===== config.mk =====
export PLATFORM = sky130hd
export DESIGN_NAME = polfifo
export DESIGN_NICKNAME = d
export VERILOG_FILES = /design/src/rtl/polfifo_pkg.sv /design/src/rtl/polfifo_ctrl.sv /design/src/rtl/polfifo_store.sv /design/src/rtl/polfifo_flags.sv /design/src/rtl/polfifo.sv
export SDC_FILE = /design/constraint.sdc
export NUM_CORES = 1
export LEC_CHECK = 0
export BUFFER_PORTS_ARGS = -buffer_cell sky130_fd_sc_hd__buf_2
export CAP_MARGIN = 20
export CORE_ASPECT_RATIO = 2
export CORE_MARGIN = 8
export CORE_UTILIZATION = 45
export DETAILED_ROUTE_END_ITERATION = 10
export MAX_ROUTING_LAYER = met4
export PLACE_DENSITY = 0.63
export SYNTH_ARGS = -nofsm -noshare
export SYNTH_HDL_FRONTEND = slang
export SYNTH_SLANG_ARGS = --single-unit

===== constraint.sdc =====
create_clock -name clk -period 2.84 [get_ports clk]
set_input_delay 0.142 -clock clk [delete_from_list [all_inputs] [get_ports clk]]
set_output_delay 0.142 -clock clk [all_outputs]
set_load 0.02 [all_outputs]

===== src/rtl/polfifo_pkg.sv =====
package polfifo_pkg;

    typedef enum logic [1:0] {
        OP_IDLE = 2'd0,
        OP_PUSH = 2'd1,
        OP_POP  = 2'd2
    } fifo_op_e;

    typedef struct packed {
        logic full;
        logic empty;
        logic afull;
        logic aempty;
    } fifo_flags_t;

    // A threshold inside 1..depth is used as is; anything else takes the fallback.
    function automatic int resolve_level(input int level, input int depth, input int fallback);
        return ((level >= 1) && (level <= depth)) ? level : fallback;
    endfunction

    // Converts between a pin level and an internal active-high meaning.
    function automatic logic pin_map(input logic value, input bit act_low);
        return act_low ? ~value : value;
    endfunction

endpackage


===== src/rtl/polfifo_ctrl.sv =====
module polfifo_ctrl
    import polfifo_pkg::*;
#(
    parameter int DEPTH = 8,
    parameter int CW    = 4
) (
    input  logic          clk,
    input  logic          rst,
    input  logic          wr_req,
    input  logic          rd_req,
    output fifo_op_e      op,
    output logic [CW-1:0] count
);

    logic at_full;
    logic at_empty;

    assign at_full  = (count == CW'(DEPTH));
    assign at_empty = (count == '0);

    // Push has precedence; a full queue blocks it and lets a pending pop through.
    always_comb begin
        if (wr_req && !at_full)
            op = OP_PUSH;
        else if (rd_req && !at_empty)
            op = OP_POP;
        else
            op = OP_IDLE;
    end

    always_ff @(posedge clk) begin
        if (rst) begin
            count <= '0;
        end else begin
            case (op)
                OP_PUSH: count <= count + 1'b1;
                OP_POP:  count <= count - 1'b1;
                default: count <= count;
            endcase
        end
    end

    p_no_overflow_r6: assert property (@(posedge clk) disable iff (rst)
        count <= CW'(DEPTH));

    p_full_push_held_r6: assert property (@(posedge clk) disable iff (rst)
        (at_full && wr_req && !rd_req) |=> (count == $past(count)));

    p_both_push_wins_r4: assert property (@(posedge clk) disable iff (rst)
        (wr_req && rd_req && !at_full) |=> (count == $past(count) + 1'b1));

    p_both_full_pop_r5: assert property (@(posedge clk) disable iff (rst)
        (wr_req && rd_req && at_full) |=> (count == $past(count) - 1'b1));

    p_empty_pop_ignored_r7: assert property (@(posedge clk) disable iff (rst)
        (at_empty && rd_req && !wr_req) |=> (count == '0));

endmodule


===== src/rtl/polfifo_store.sv =====
module polfifo_store
    import polfifo_pkg::*;
#(
    parameter int WIDTH = 8,
    parameter int DEPTH = 8,
    parameter int PW    = 3
) (
    input  logic             clk,
    input  logic             rst,
    input  fifo_op_e         op,
    input  logic [WIDTH-1:0] din,
    output logic [WIDTH-1:0] dout
);

    logic [WIDTH-1:0] mem [DEPTH];
    logic [PW-1:0]    wr_ptr;
    logic [PW-1:0]    rd_ptr;

    function automatic logic [PW-1:0] bump(input logic [PW-1:0] p);
        return (p == PW'(DEPTH - 1)) ? '0 : p + 1'b1;
    endfunction

    always_ff @(posedge clk) begin
        if (!rst && op == OP_PUSH)
            mem[wr_ptr] <= din;
    end

    always_ff @(posedge clk) begin
        if (rst) begin
            wr_ptr <= '0;
            rd_ptr <= '0;
            dout   <= '0;
        end else begin
            case (op)
                OP_PUSH: wr_ptr <= bump(wr_ptr);
                OP_POP: begin
                    dout   <= mem[rd_ptr];
                    rd_ptr <= bump(rd_ptr);
                end
                default: ;
            endcase
        end
    end

    p_dout_hold_r3: assert property (@(posedge clk) disable iff (rst)
        (op != OP_POP) |=> $stable(dout));

endmodule


===== src/rtl/polfifo_flags.sv =====
module polfifo_flags
    import polfifo_pkg::*;
#(
    parameter int DEPTH        = 8,
    parameter int CW           = 4,
    parameter int AFULL_LEVEL  = 0,
    parameter int AEMPTY_LEVEL = 0
) (
    input  logic [CW-1:0] count,
    output fifo_flags_t   flags
);

    // Out-of-range thresholds fall back to the full / empty decode points.
    localparam int AF_EFF = resolve_level(AFULL_LEVEL, DEPTH, DEPTH);
    localparam int AE_EFF = resolve_level(AEMPTY_LEVEL, DEPTH, 0);

    always_comb begin
        flags.full   = (count == CW'(DEPTH));
        flags.empty  = (count == '0);
        flags.afull  = (count >= CW'(AF_EFF));
        flags.aempty = (count <= CW'(AE_EFF));
    end

endmodule


===== src/rtl/polfifo.sv =====
module polfifo
    import polfifo_pkg::*;
#(
    parameter int WIDTH          = 8,
    parameter int DEPTH          = 8,
    parameter int AFULL_LEVEL    = 0,
    parameter int AEMPTY_LEVEL   = 0,
    parameter bit PUSH_ACT_LOW   = 1'b0,
    parameter bit POP_ACT_LOW    = 1'b0,
    parameter bit FULL_ACT_LOW   = 1'b0,
    parameter bit EMPTY_ACT_LOW  = 1'b0,
    parameter bit AFULL_ACT_LOW  = 1'b0,
    parameter bit AEMPTY_ACT_LOW = 1'b0
) (
    input  logic             clk,
    input  logic             rst,
    input  logic             push_i,
    input  logic             pop_i,
    input  logic [WIDTH-1:0] wdata_i,
    output logic [WIDTH-1:0] rdata_o,
    output logic             full_o,
    output logic             empty_o,
    output logic             almost_full_o,
    output logic             almost_empty_o
);

    localparam int CW = $clog2(DEPTH + 1);
    localparam int PW = (DEPTH > 1) ? $clog2(DEPTH) : 1;

    logic        wr_req;
    logic        rd_req;
    fifo_op_e    op;
    logic [CW-1:0] count;
    fifo_flags_t fl;

    assign wr_req = pin_map(push_i, PUSH_ACT_LOW);
    assign rd_req = pin_map(pop_i, POP_ACT_LOW);

    polfifo_ctrl #(.DEPTH(DEPTH), .CW(CW)) u_ctrl (
        .clk    (clk),
        .rst    (rst),
        .wr_req (wr_req),
        .rd_req (rd_req),
        .op     (op),
        .count  (count)
    );

    polfifo_store #(.WIDTH(WIDTH), .DEPTH(DEPTH), .PW(PW)) u_store (
        .clk  (clk),
        .rst  (rst),
        .op   (op),
        .din  (wdata_i),
        .dout (rdata_o)
    );

    polfifo_flags #(
        .DEPTH        (DEPTH),
        .CW           (CW),
        .AFULL_LEVEL  (AFULL_LEVEL),
        .AEMPTY_LEVEL (AEMPTY_LEVEL)
    ) u_flags (
        .count (count),
        .flags (fl)
    );

    assign full_o         = pin_map(fl.full,   FULL_ACT_LOW);
    assign empty_o        = pin_map(fl.empty,  EMPTY_ACT_LOW);
    assign almost_full_o  = pin_map(fl.afull,  AFULL_ACT_LOW);
    assign almost_empty_o = pin_map(fl.aempty, AEMPTY_ACT_LOW);

    p_reset_state_r1: assert property (@(posedge clk)
        rst |=> (fl.empty && fl.aempty && !fl.full && (rdata_o == '0)));

    p_af_covers_full_r9: assert property (@(posedge clk) disable iff (rst)
        fl.full |-> fl.afull);

    p_ae_covers_empty_r10: assert property (@(posedge clk) disable iff (rst)
        fl.empty |-> fl.aempty);

    p_flags_exclusive_r8: assert property (@(posedge clk) disable iff (rst)
        !(fl.full && fl.empty));

endmodule


# == Yosys cells after proc, flatten, opt, wreduce, memory -nomap -nowiden ==
# Memory sizes are Yosys's and may differ from the RTL's. A register that Yosys moved wholly into a read port is not among the register bits.
# Index checks and enable logic that the tools add are counted.
# word_totals
reg_bits,10
ram_bits,64
input_bits,12
output_inout_bits,12
elab_cells,30
mem_count,1
# memory_table
memory,words,width,read_ports,rd_clocked_by_memory_dff,wr,line_no,rtl
u_store.mem,8,8,1,1,1,polfifo_store.sv:15,logic [WIDTH-1:0] mem [DEPTH];
# classes
n_addsub,4
n_lt_le_gt_ge,2
n_eq_ne,5
muxes,7
reduce_logical,8
# op_table
op,count
case mux 4 bit (2 select lines),1
"adder 3 x 1 -> 3 bit, second input constant",2
"== test 3 bit, second input constant",2
two-way mux 3 bit,2
"adder 4 x 1 -> 4 bit, second input constant",1
"== test 4 bit, second input constant",1
">= comparator 4 bit, second input constant",1
"less-or-equal comparator 4 x 1 -> 1 bit, second input constant",1
zero test 4 bit,1
two-way mux 2 bit,2
"subtractor 4 x 1 -> 4 bit, second input constant",1
logical AND 1 bit,3
zero test 1 bit,3
"== test 2 x 1 -> 1 bit, second input constant",1
"== test 2 bit, second input constant",1
two-way mux 1 bit,2
nonzero test 2 bit,1

# == Longest topological paths before layout ==
# Gate-level depths: netlist of the first run.
# depth
word_depth,9
ltp_mapped,9
mapped_depth_nobuf,8

# == Cells and area by module ==
# Synthesis of the first run repeated with hierarchy kept, for this count alone.
# unflattened
hier_cells,244
hier_area_um2,3502.1
# modules_own_cells
mod,n_inst,cells_each,area_per_inst_um2,seq_area_each_um2
polfifo_store,1,204,3136.8,2202.1
polfifo_ctrl,1,36,326.6,80.1
polfifo_flags,1,4,38.8,0.0

# == Worst setup path before layout of the first run ==
# OpenSTA, ideal clock, no wires.
# synth_path
path_type,register -> register
startpoint,reg u_ctrl.count[0]
endpoint,reg u_ctrl.count[3]
setup_ns,0.103
arrival_ns,2.412
t_required_ns,2.737
path_slack_ns,0.325
path_stages_with_launch,9
path_buffers,1
period_less_slack_ns,2.515
path_cell_list,dfxtp_1 -> or3_4 -> a21oi_2 -> buf_4 -> ha_1 -> a21o_1 -> a2111oi_2 -> a211oi_1 -> a2111oi_2
# synth_between
elab_chain_cells,7
word_cells_on_any_way,14
classes_between,add/sub: 2; eq/ne: 3; mux: 3; reduce/logical: 6
# synth_lines
item,line_no,rtl
from (decl),polfifo_ctrl.sv:12,output logic [CW-1:0] count
from (signal assigned),polfifo_ctrl.sv:36,OP_PUSH: count <= count + 1'b1;
from (signal assigned),polfifo_ctrl.sv:37,OP_POP: count <= count - 1'b1;
from (signal assigned),polfifo_ctrl.sv:38,default: count <= count;
zero test 4 bit,polfifo_ctrl.sv:19,assign at_empty = (count == '0);
zero test 1 bit,polfifo_ctrl.sv:25,else if (rd_req && !at_empty)
logical AND 1 bit,polfifo_ctrl.sv:25,
two-way mux 2 bit,polfifo_ctrl.sv:25,
two-way mux 2 bit,polfifo_ctrl.sv:23,if (wr_req && !at_full)
== test 2 bit or == test 2 x 1 -> 1 bit (tied branches),polfifo_ctrl.sv:35,case (op)
case mux 4 bit (2 select lines) or nonzero test 2 bit (tied branches),n/a,
# Parallel ways exist; a longest one is shown, timed or not.
# A chain may end at the register's enable or synchronous reset.

# == Worst setup path in the final report of the first run ==
# Ends and elaborated chain as after synthesis.

==> impl_metrics.yaml, run 1 <==
sta:
  slew_headroom_pct: 56.32
  setup_violations: 0
  fin_crit_sh_pct: 87.10
  post-route-min-period_ns: 2.474
  grt_setup_unrepaired: "no"
  slew_violations: 0
  postLayoutSetupSlackWorst_ns: 0.3664
  fmax_mhz: 404.3
  tns_ns: 0
  hold_viol: 0
  worst_pin_slew_ns: 0.6543
  finClkSkew_ns: 0.004682
finish:
  nets: 249
  postLayoutCoreUtil_pct: 52.30
  stdcell_area_um2: 3916
  antenna_cells: 0
  drive_above_1_share_pct: 37.45
  area_growth_pct: 15.07
clock_tree:
  clockBufferDepth: 2
  clock_sinks: 82
  post_cts_buffers: 0
  cts_root_buffer: "clkbuf_16"
  cts_resized: 0
  cts_made_buffers: 9
  ctsHoldBuffers: 0
  clkTransAtPathRegs_ns: 0.06
  clkLatencyLatePin_ns: 0.33
  htree_levels: 3
  cts_tree: "built"
yosys:
  synth_edf_count: 64
  synth_top_cell_area_share_pct: 56.47
  ys_ff_latch: 82
  ys.flop_type: "edfxtp_1"
  async_reset_ff_share_pct: 0
  synth_area_leaders: "edfxtp_1, dfxtp_1, mux4_2"
  ys_warn_count: 0
  synth.distinct_cells: 34
  synthCells: 196
  syn_area_per_cell_um2: 17.36
  syn_nets: 215
  ys_seq_area_share_pct: 67.06
  syn_area_um2: 3403
  synth.largest_area_cell: "edfxtp_1"
route:
  wire_per_inst_um: 17.50
  viasPerCell: 5.289
  drt_wl_total_mm: 5.758
  ant_nets: 0
  drt_first_iter_violations: 105
  drcViolationCount: 0
  first_pass_iters: 4
  dr_total_vias: 1740
global_routing:
  antenna_found_initial: 0
  grt_pass1_wl_mm: 9.515
  grt_pass1_vias: 1840
  grt_max_degree: 21
  overflow: 0
  track_usage_pct: 12.20
critical_path:
  worst-setup-path-type: "register to register"
  crit_required_ns: 3.07
  cp.arrival_ns: 2.71
  crit_path_end_kind: "register"
  worst_setup_path_start_kind: "register"
  crit_fanout: 6
power_and_ir_drop:
  p_int_mw: 2.369
  power_frac_comb_pct: 25.1
  fin_total_pwr_mw: 3.373
  powerDensity_nw_per_um2: 861.3
  power.switching_mw: 1.004
  peakVddDrop_v: 0.0006096
  power_frac_clock_pct: 31.3
  p_leak_nw: 1.346
  pwr-share-seq_pct: 43.6
  switching_share_pct: 29.76
job:
  max_cap_viol_count: 0
floorplan:
  rows: 45
  dieArea_um2: 10770
  pin_count: 24
  die_h_um: 139.0
  placeableCoreArea_um2: 7488
  die_x_um: 77.50
  initial_core_util_pct: 45.45
placed_design:
  place_hpwl_mm: 3.878
  portBuffers: 23
  dp_slack_ns: 0.3795
  placed_area_um2: 3638
  gp_congestion: 0.7724
hold_path:
  hold_class: "input port to register"
status:
  status: "finished, final reports clean"
[placed cells by master (no fill, tap or decap), types with 6 or more instances in the layout]
master,count
edfxtp_1,64
buf_2,23
dfxtp_1,18
nor2_1,16
mux4_2,16
mux2i_1,13
buf_4,11
clkbuf_16,9
nor2_2,8
a211oi_2,8
ha_1,6
[path summary, 6_finish.rpt]
path / start / slack, ns / end / depth (start not counted)
setup / recovery: u_ctrl.count[0] / 0.37 / u_ctrl.count[3] / 7
hold / removal: pop_i / 0.06 / u_ctrl.count[2] / 2
setup reg to reg: u_ctrl.count[0] / 0.37 / u_ctrl.count[3] / 7
hold reg to reg: u_store.dout[7] / 0.51 / u_store.dout[7] / 2
[cells in the mapped netlist (3+ instances only)]
cell / number
nor2_1: 16
buf_4: 3
ha_1: 6
nand2_1: 4
mux2i_1: 13
mux4_2: 16
nor3_1: 4
a211oi_2: 8
clkbuf_1: 3
edfxtp_1: 64
inv_1: 5
nor2_2: 8
dfxtp_1: 18
nand2b_1: 4
[metrics by stage]
stage,hold slack [ns],cells
6_report,0.05763,329
4_1_cts,0.03683,329
3_3_place_gp,0.3808,313
2_1_floorplan,0.2409,196
3_5_place_dp,0.3983,313
5_1_grt,0.05050,329
[registers in the layout, indices dropped and copies added, names as in the netlist]
name and count:
u_store.mem 64, u_store.dout 8, u_ctrl.count 4, u_store.rd_ptr 3, u_store.wr_ptr 3
[routing by layer]
metal / global-route usage [%] / wire (um) / up-vias
met5: - / 0 / -
met4: 7.315 / 156 / 0
met3: 3.247 / 192 / 11
met2: 19.06 / 3004 / 29
met1: 13.54 / 2404 / 869
li1: - / - / 831
[area by class of cell]
cell class | count | area (um2)
multi-input cells | 97 | 1018
fillers | 607 | 3572
clock inverters | 6 | 48.80
repair buffers | 34 | 197.7
inverters | 6 | 22.52
well taps | 94 | 117.6
flip-flops and latches | 82 | 2282
clock buffers | 10 | 229.0
[power by group through the flow]
stage | registers [mW] | clock network [mW] | logic, mW
after detailed placement | 1.50 | 0 | 0.860
after global placement | 1.49 | 0 | 0.847
after global routing | 1.48 | 1.13 | 0.934
after floorplan | 1.54 | 0 | 0.654
after CTS | 1.47 | 1.08 | 0.866
final | 1.47 | 1.06 | 0.848
[logic make-up after synthesis]
family | share of synthesized area, %
flip-flops | 67.06
XOR/XNOR | 0.5148
multiplexers | 14.41
AND/OR/NAND/NOR | 5.956
buffers and inverters | 3.014
AO/OA/AOI/OAI | 6.250
adder cells (fa/ha/maj) | 2.794
[worst max-delay path, stage by stage, from the launching register on]
cell and delay [ns]:
dfxtp_1 0.38, or3_4 0.44, a21oi_2 0.21, ha_1 0.26, a21o_1 0.21, a2111oi_2 0.42
a211oi_1 0.12, a2111oi_2 0.33
Power figures use the tool's default switching activity.
==> run 2: changes to the inputs <==
--- a/config.mk
+++ b/config.mk
@@ -13,6 +13,7 @@
 export DETAILED_ROUTE_END_ITERATION = 10
 export MAX_ROUTING_LAYER = met4
 export PLACE_DENSITY = 0.63
+export REMOVE_ABC_BUFFERS = 1
 export SYNTH_ARGS = -nofsm -noshare
 export SYNTH_HDL_FRONTEND = slang
 export SYNTH_SLANG_ARGS = --single-unit
==> run 2 against run 1 <==
Cell area rose by 0.70%. Register-to-register slack gained 0.03 ns. Via count shrank 0.52%. Clock-buffer cell count up 1. Non-clock buffer count down 1. Critical path depth unchanged. Utilization rose by 0.37 points. Hold slack got worse by 0.0093 ns. Flip-flop and latch count stayed put. Power grew 3.6%. Worst setup slack improved by 0.034 ns. First-iteration DRC count is 41% higher. Largest power group unchanged.
==> impl_metrics.yaml, run 2 (same netlist as run 1, synthesis figures left out) <==
sta:
  fin_crit_sh_pct: 85.90
  grt_setup_unrepaired: "no"
  slew_violations: 0
  worst_pin_slew_ns: 0.8463
  post-route-min-period_ns: 2.440
  setup_violations: 0
  slew_headroom_pct: 43.50
  fmax_mhz: 409.9
  finClkSkew_ns: 0.007902
  hold_viol: 0
floorplan:
  placeableCoreArea_um2: 7488
  pin_count: 24
  initial_core_util_pct: 45.45
  die_h_um: 139.0
  dieArea_um2: 10770
  rows: 45
  die_x_um: 77.50
power_and_ir_drop:
  peakVddDrop_v: 0.0005651
  powerDensity_nw_per_um2: 886.0
  p_leak_nw: 1.367
finish:
  final_common_cell: "edfxtp_1"
  top_register: "u_store.mem"
  area_growth_pct: 15.88
  multi_input_area_um2: 1018
  nFillCells: 603
  drive_above_1_share_pct: 37.61
  layout_common_cells: "edfxtp_1, buf_2, dfxtp_1, nor2_1, mux4_2"
  stdcell_count: 328
  nets: 248
  reg.largest.list: "u_store.mem: 64 flops, u_store.dout: 8 flops, u_ctrl.count: 4 flops"
  antenna_cells: 0
  stdcell_area_um2: 3944
  seq_area_um2: 2282
  largest_reg_flops: 64
critical_path:
  crit_path_end: "u_ctrl.count[3]"
  crit_path_end_kind: "register"
  r2r_slack_ns: 0.40
  worst_setup_path_start_kind: "register"
  worst-setup-path-type: "register to register"
  rr_startpoint: "u_ctrl.count[0]"
  reg2reg_depth: 7
  cp.arrival_ns: 2.67
  crit_required_ns: 3.07
  crit_fanout: 6
  crit_start: "u_ctrl.count[0]"
  r2r_end: "u_ctrl.count[3]"
route:
  first_pass_iters: 4
  ant_nets: 0
  dr_total_vias: 1731
  drcViolationCount: 0
  drt_first_iter_violations: 148
  viasPerCell: 5.277
  wire_per_inst_um: 18.15
  drt_wl_total_mm: 5.954
hold_path:
  hold_class: "input port to register"
global_routing:
  overflow: 0
  grt_pass1_vias: 1835
  track_usage_pct: 12.37
  antenna_found_initial: 0
  grt_max_degree: 21
  grt_pass1_wl_mm: 9.597
clock_tree:
  cts_resized: 0
  post_cts_buffers: 0
  clkTransAtPathRegs_ns: 0.06
  cts_tree: "built"
  ctsHoldBuffers: 0
  clkLatencyLatePin_ns: 0.33
  clockBufferDepth: 2
  clock_sinks: 82
  cts_made_buffers: 9
  htree_levels: 3
  cts_root_buffer: "clkbuf_16"
status:
  status: "finished, final reports clean"
job:
  max_cap_viol_count: 0
placed_design:
  portBuffers: 23
  placed_area_um2: 3631
  gp_congestion: 0.7468
  placed_cells: 312
  place_hpwl_mm: 3.768
-- run 2: changes by cell type in the layout (fill, tap and decap cells not counted) --
| cell | change |
|---|---|
| clkbuf_8 | +2 |
| clkinvlp_4 | -2 |
| inv_6 | -2 |
| buf_4 | -1 |
| bufinv_16 | +1 |
| clkbuf_1 | -1 |
| clkinv_2 | +1 |
| clkinv_4 | +1 |
-- run 2: how the worst min path moves through the flow --
stage	start	cells past startpoint	slack, ns	endpoint
global placement	pop_i	2	0.38	u_ctrl.count[2]
global route	pop_i	2	0.05	u_ctrl.count[2]
detailed placement	pop_i	2	0.40	u_ctrl.count[2]
CTS	pop_i	2	0.04	u_ctrl.count[2]
finish	pop_i	2	0.05	u_ctrl.count[2]
floorplan	rst	1	0.21	u_store.dout[0]
-- run 2: stage by stage --
| stage | setup WS (ns) | utilization, % | setup TNS, ns | hold WS (ns) | total power, mW |
|---|---|---|---|---|---|
| floorplan | -0.2649 | - | -0.2649 | 0.2066 | 2.124 |
| global placement | 0.5067 | 48.49 | 0 | 0.3835 | 2.331 |
| detailed placement | 0.4016 | 48.49 | 0 | 0.3975 | 2.355 |
| CTS | 0.3924 | 52.66 | 0 | 0.04198 | 3.542 |
| global route | 0.2616 | 52.66 | 0 | 0.04784 | 3.672 |
| finish | 0.4004 | 52.66 | 0 | 0.04831 | 3.494 |
-- run 2: power breakdown --
part	internal (mW)	switching, mW	total (mW)
Combinational	0.374	0.450	0.824
Clock	0.731	0.449	1.18
Sequential	1.39	0.0982	1.49
Total	2.50	0.997	3.49
-- run 2: worst max-delay path, cell delays in order (launching register included) --
cell       delay [ns]
dfxtp_1          0.38
or3_4            0.44
a21oi_2          0.21
ha_1             0.25
a21o_1           0.20
a2111oi_2        0.41
a211oi_1         0.11
a2111oi_2        0.33
-- run 2: final cells by class --
| cell class | count | area share [%] |
|---|---|---|
| well taps | 94 | 2.982 |
| inverters | 6 | 0.5711 |
| multi-input cells | 97 | 25.82 |
| clock buffers | 11 | 6.409 |
| clock inverters | 5 | 1.523 |
| flip-flops and latches | 82 | 57.87 |
| repair buffers | 33 | 4.822 |
-- run 2: routing by layer --
layer | GRT usage, % | up-vias | part of all wire (%)
li1 | - | 825 | -
met1 | 12.87 | 865 | 40
met2 | 20.18 | 33 | 54
met3 | 4.286 | 8 | 4.0
met4 | 6.112 | 0 | 1.9
met5 | - | - | 0
==> run 3: changes to the inputs <==
==> constraint.sdc (replaced) <==
create_clock -name clk -period 2.65 [get_ports clk]
set_input_delay 0.1325 -clock clk [delete_from_list [all_inputs] [get_ports clk]]
set_output_delay 0.1325 -clock clk [all_outputs]
set_load 0.02 [all_outputs]
==> run 3 against run 2 <==
Maximum frequency shrank 1.4%. Global-route usage grew 0.061 points. Critical path depth is the same. Power grew 9.4%. Largest cell class unchanged. Largest power group unchanged.
==> impl_metrics.yaml, run 3 (same netlist as run 1, synthesis figures left out) <==
critical_path:
  worst_setup_path_start_kind: "register"
  path_common_cell: "a2111oi_2"
  rr_startpoint: "u_ctrl.count[0]"
  crit_fanout: 6
  crit_path_end_kind: "register"
  cp.arrival_ns: 2.71
  crit_start: "u_ctrl.count[0]"
  crit_buf_inv: 0
  crit_chain: "or3_4, a21oi_2, ha_1, a21o_1, a2111oi_2, a211oi_1, a2111oi_2"
  r2r_end: "u_ctrl.count[3]"
  cp_top_family: "compound AO/OA/AOI/OAI gates"
  crit_required_ns: 2.89
  slowest_stage: "or3_4"
  reg2reg_depth: 7
  r2r_slack_ns: 0.18
  critPathMaxStageDelay_ns: 0.44
  worst-setup-path-type: "register to register"
power_and_ir_drop:
  powerDensity_nw_per_um2: 964.1
  peakVddDrop_v: 0.0005427
  p_leak_nw: 1.378
  p_int_mw: 2.730
  switching_share_pct: 28.59
  power.switching_mw: 1.093
  power_frac_clock_pct: 34.9
  pwr-share-seq_pct: 41.4
  power_frac_comb_pct: 23.7
clock_tree:
  cts_tree: "built"
  clkLatencyLatePin_ns: 0.34
  cts_resized: 0
  clock_sinks: 82
  ctsHoldBuffers: 0
  post_cts_buffers: 0
  cts_root_buffer: "clkbuf_16"
  cts_made_buffers: 9
  htree_levels: 3
  clkTransAtPathRegs_ns: 0.06
  clockBufferDepth: 2
finish:
  drive_above_1_share_pct: 37.87
  stdcell_count: 329
  largest_reg_flops: 64
  postLayoutCoreUtil_pct: 52.95
  layout_common_cells: "edfxtp_1, buf_2, dfxtp_1, nor2_1, mux4_2"
  nets: 249
  reg.largest.list: "u_store.mem: 64 flops, u_store.dout: 8 flops, u_ctrl.count: 4 flops"
  area_growth_pct: 16.51
  top_register: "u_store.mem"
  final_common_cell: "edfxtp_1"
  antenna_cells: 0
sta:
  grt_setup_unrepaired: "no"
  worst_pin_slew_ns: 0.6369
  slew_violations: 0
  fmax_mhz: 404.4
  slew_headroom_pct: 57.48
  fin_crit_sh_pct: 93.32
  finClkSkew_ns: 0.009609
  postLayoutSetupSlackWorst_ns: 0.1769
  holdWs_ns: 0.03112
  hold_viol: 0
  post-route-min-period_ns: 2.473
  tns_ns: 0
  setup_violations: 0
hold_path:
  hold_class: "input port to register"
  min_to: "u_ctrl.count[2]"
  hold_depth: 2
  min-delay-start: "pop_i"
floorplan:
  die_x_um: 77.50
  die_h_um: 139.0
  rows: 45
  dieArea_um2: 10770
  placeableCoreArea_um2: 7488
  pin_count: 24
  initial_core_util_pct: 45.45
global_routing:
  grt_pass1_wl_mm: 9.542
  track_usage_pct: 12.43
  antenna_found_initial: 0
  grt_max_degree: 21
  grt_pass1_vias: 1822
  overflow: 0
route:
  ant_nets: 0
  dr_total_vias: 1768
  drt_wl_total_mm: 6.211
  drt_first_iter_violations: 103
  wire_per_inst_um: 18.88
  viasPerCell: 5.374
  first_pass_iters: 4
  drcViolationCount: 0
placed_design:
  portBuffers: 23
  place_hpwl_mm: 3.872
  dp_slack_ns: 0.1591
  gp_congestion: 0.7485
  placed_cells: 313
job:
  max_cap_viol_count: 0
status:
  status: "finished, final reports clean"
-- run 3: area by class of cell --
cell class / count / area (um2)
clock buffers: 9 / 225.2
clock inverters: 7 / 101.3
fillers: 574 / 3523
inverters: 6 / 22.52
multi-input cells: 97 / 1018
flip-flops and latches: 82 / 2282
well taps: 94 / 117.6
repair buffers: 34 / 197.7
-- run 3: worst max-delay path by stage --
stage | endpoint | slack, ns | cells after the start
floorplan | u_ctrl.count[3] | -0.45 | 7
finish | u_ctrl.count[3] | 0.18 | 7
global placement | u_ctrl.count[3] | 0.32 | 7
global route | u_ctrl.count[3] | 0.06 | 7
detailed placement | u_ctrl.count[3] | 0.16 | 7
CTS | u_ctrl.count[3] | 0.16 | 7
-- run 3: worst reg2reg max path: stages, from the launching register on --
cell and delay [ns]:
dfxtp_1 0.38, or3_4 0.44, a21oi_2 0.21, ha_1 0.26
a21o_1 0.20, a2111oi_2 0.44, a211oi_1 0.11, a2111oi_2 0.33
-- run 3: metrics by stage --
step	cell area, um2	total power, mW
final	3965	3.823
after floorplan	3323	2.277
after global routing	3965	4.001
after detailed placement	3638	2.530
after CTS	3965	3.878
after global placement	3638	2.501
-- run 3: routing by layer --
layer  GRT usage, %  share of wire, %  vias to the layer above
met5              -                 0                        -
met4          7.214               2.4                        0
met3          3.961               4.4                       10
met2          20.36                54                       44
met1          12.63                39                      889
li1               -                 -                      825
-- run 3: power by group through the flow --
stage | clock (mW) | combinational [mW] | sequential (mW)
global placement | 0 | 0.898 | 1.60
finish | 1.34 | 0.907 | 1.58
floorplan | 0 | 0.568 | 1.71
global route | 1.42 | 0.987 | 1.59
detailed placement | 0 | 0.924 | 1.61
CTS | 1.37 | 0.927 | 1.58
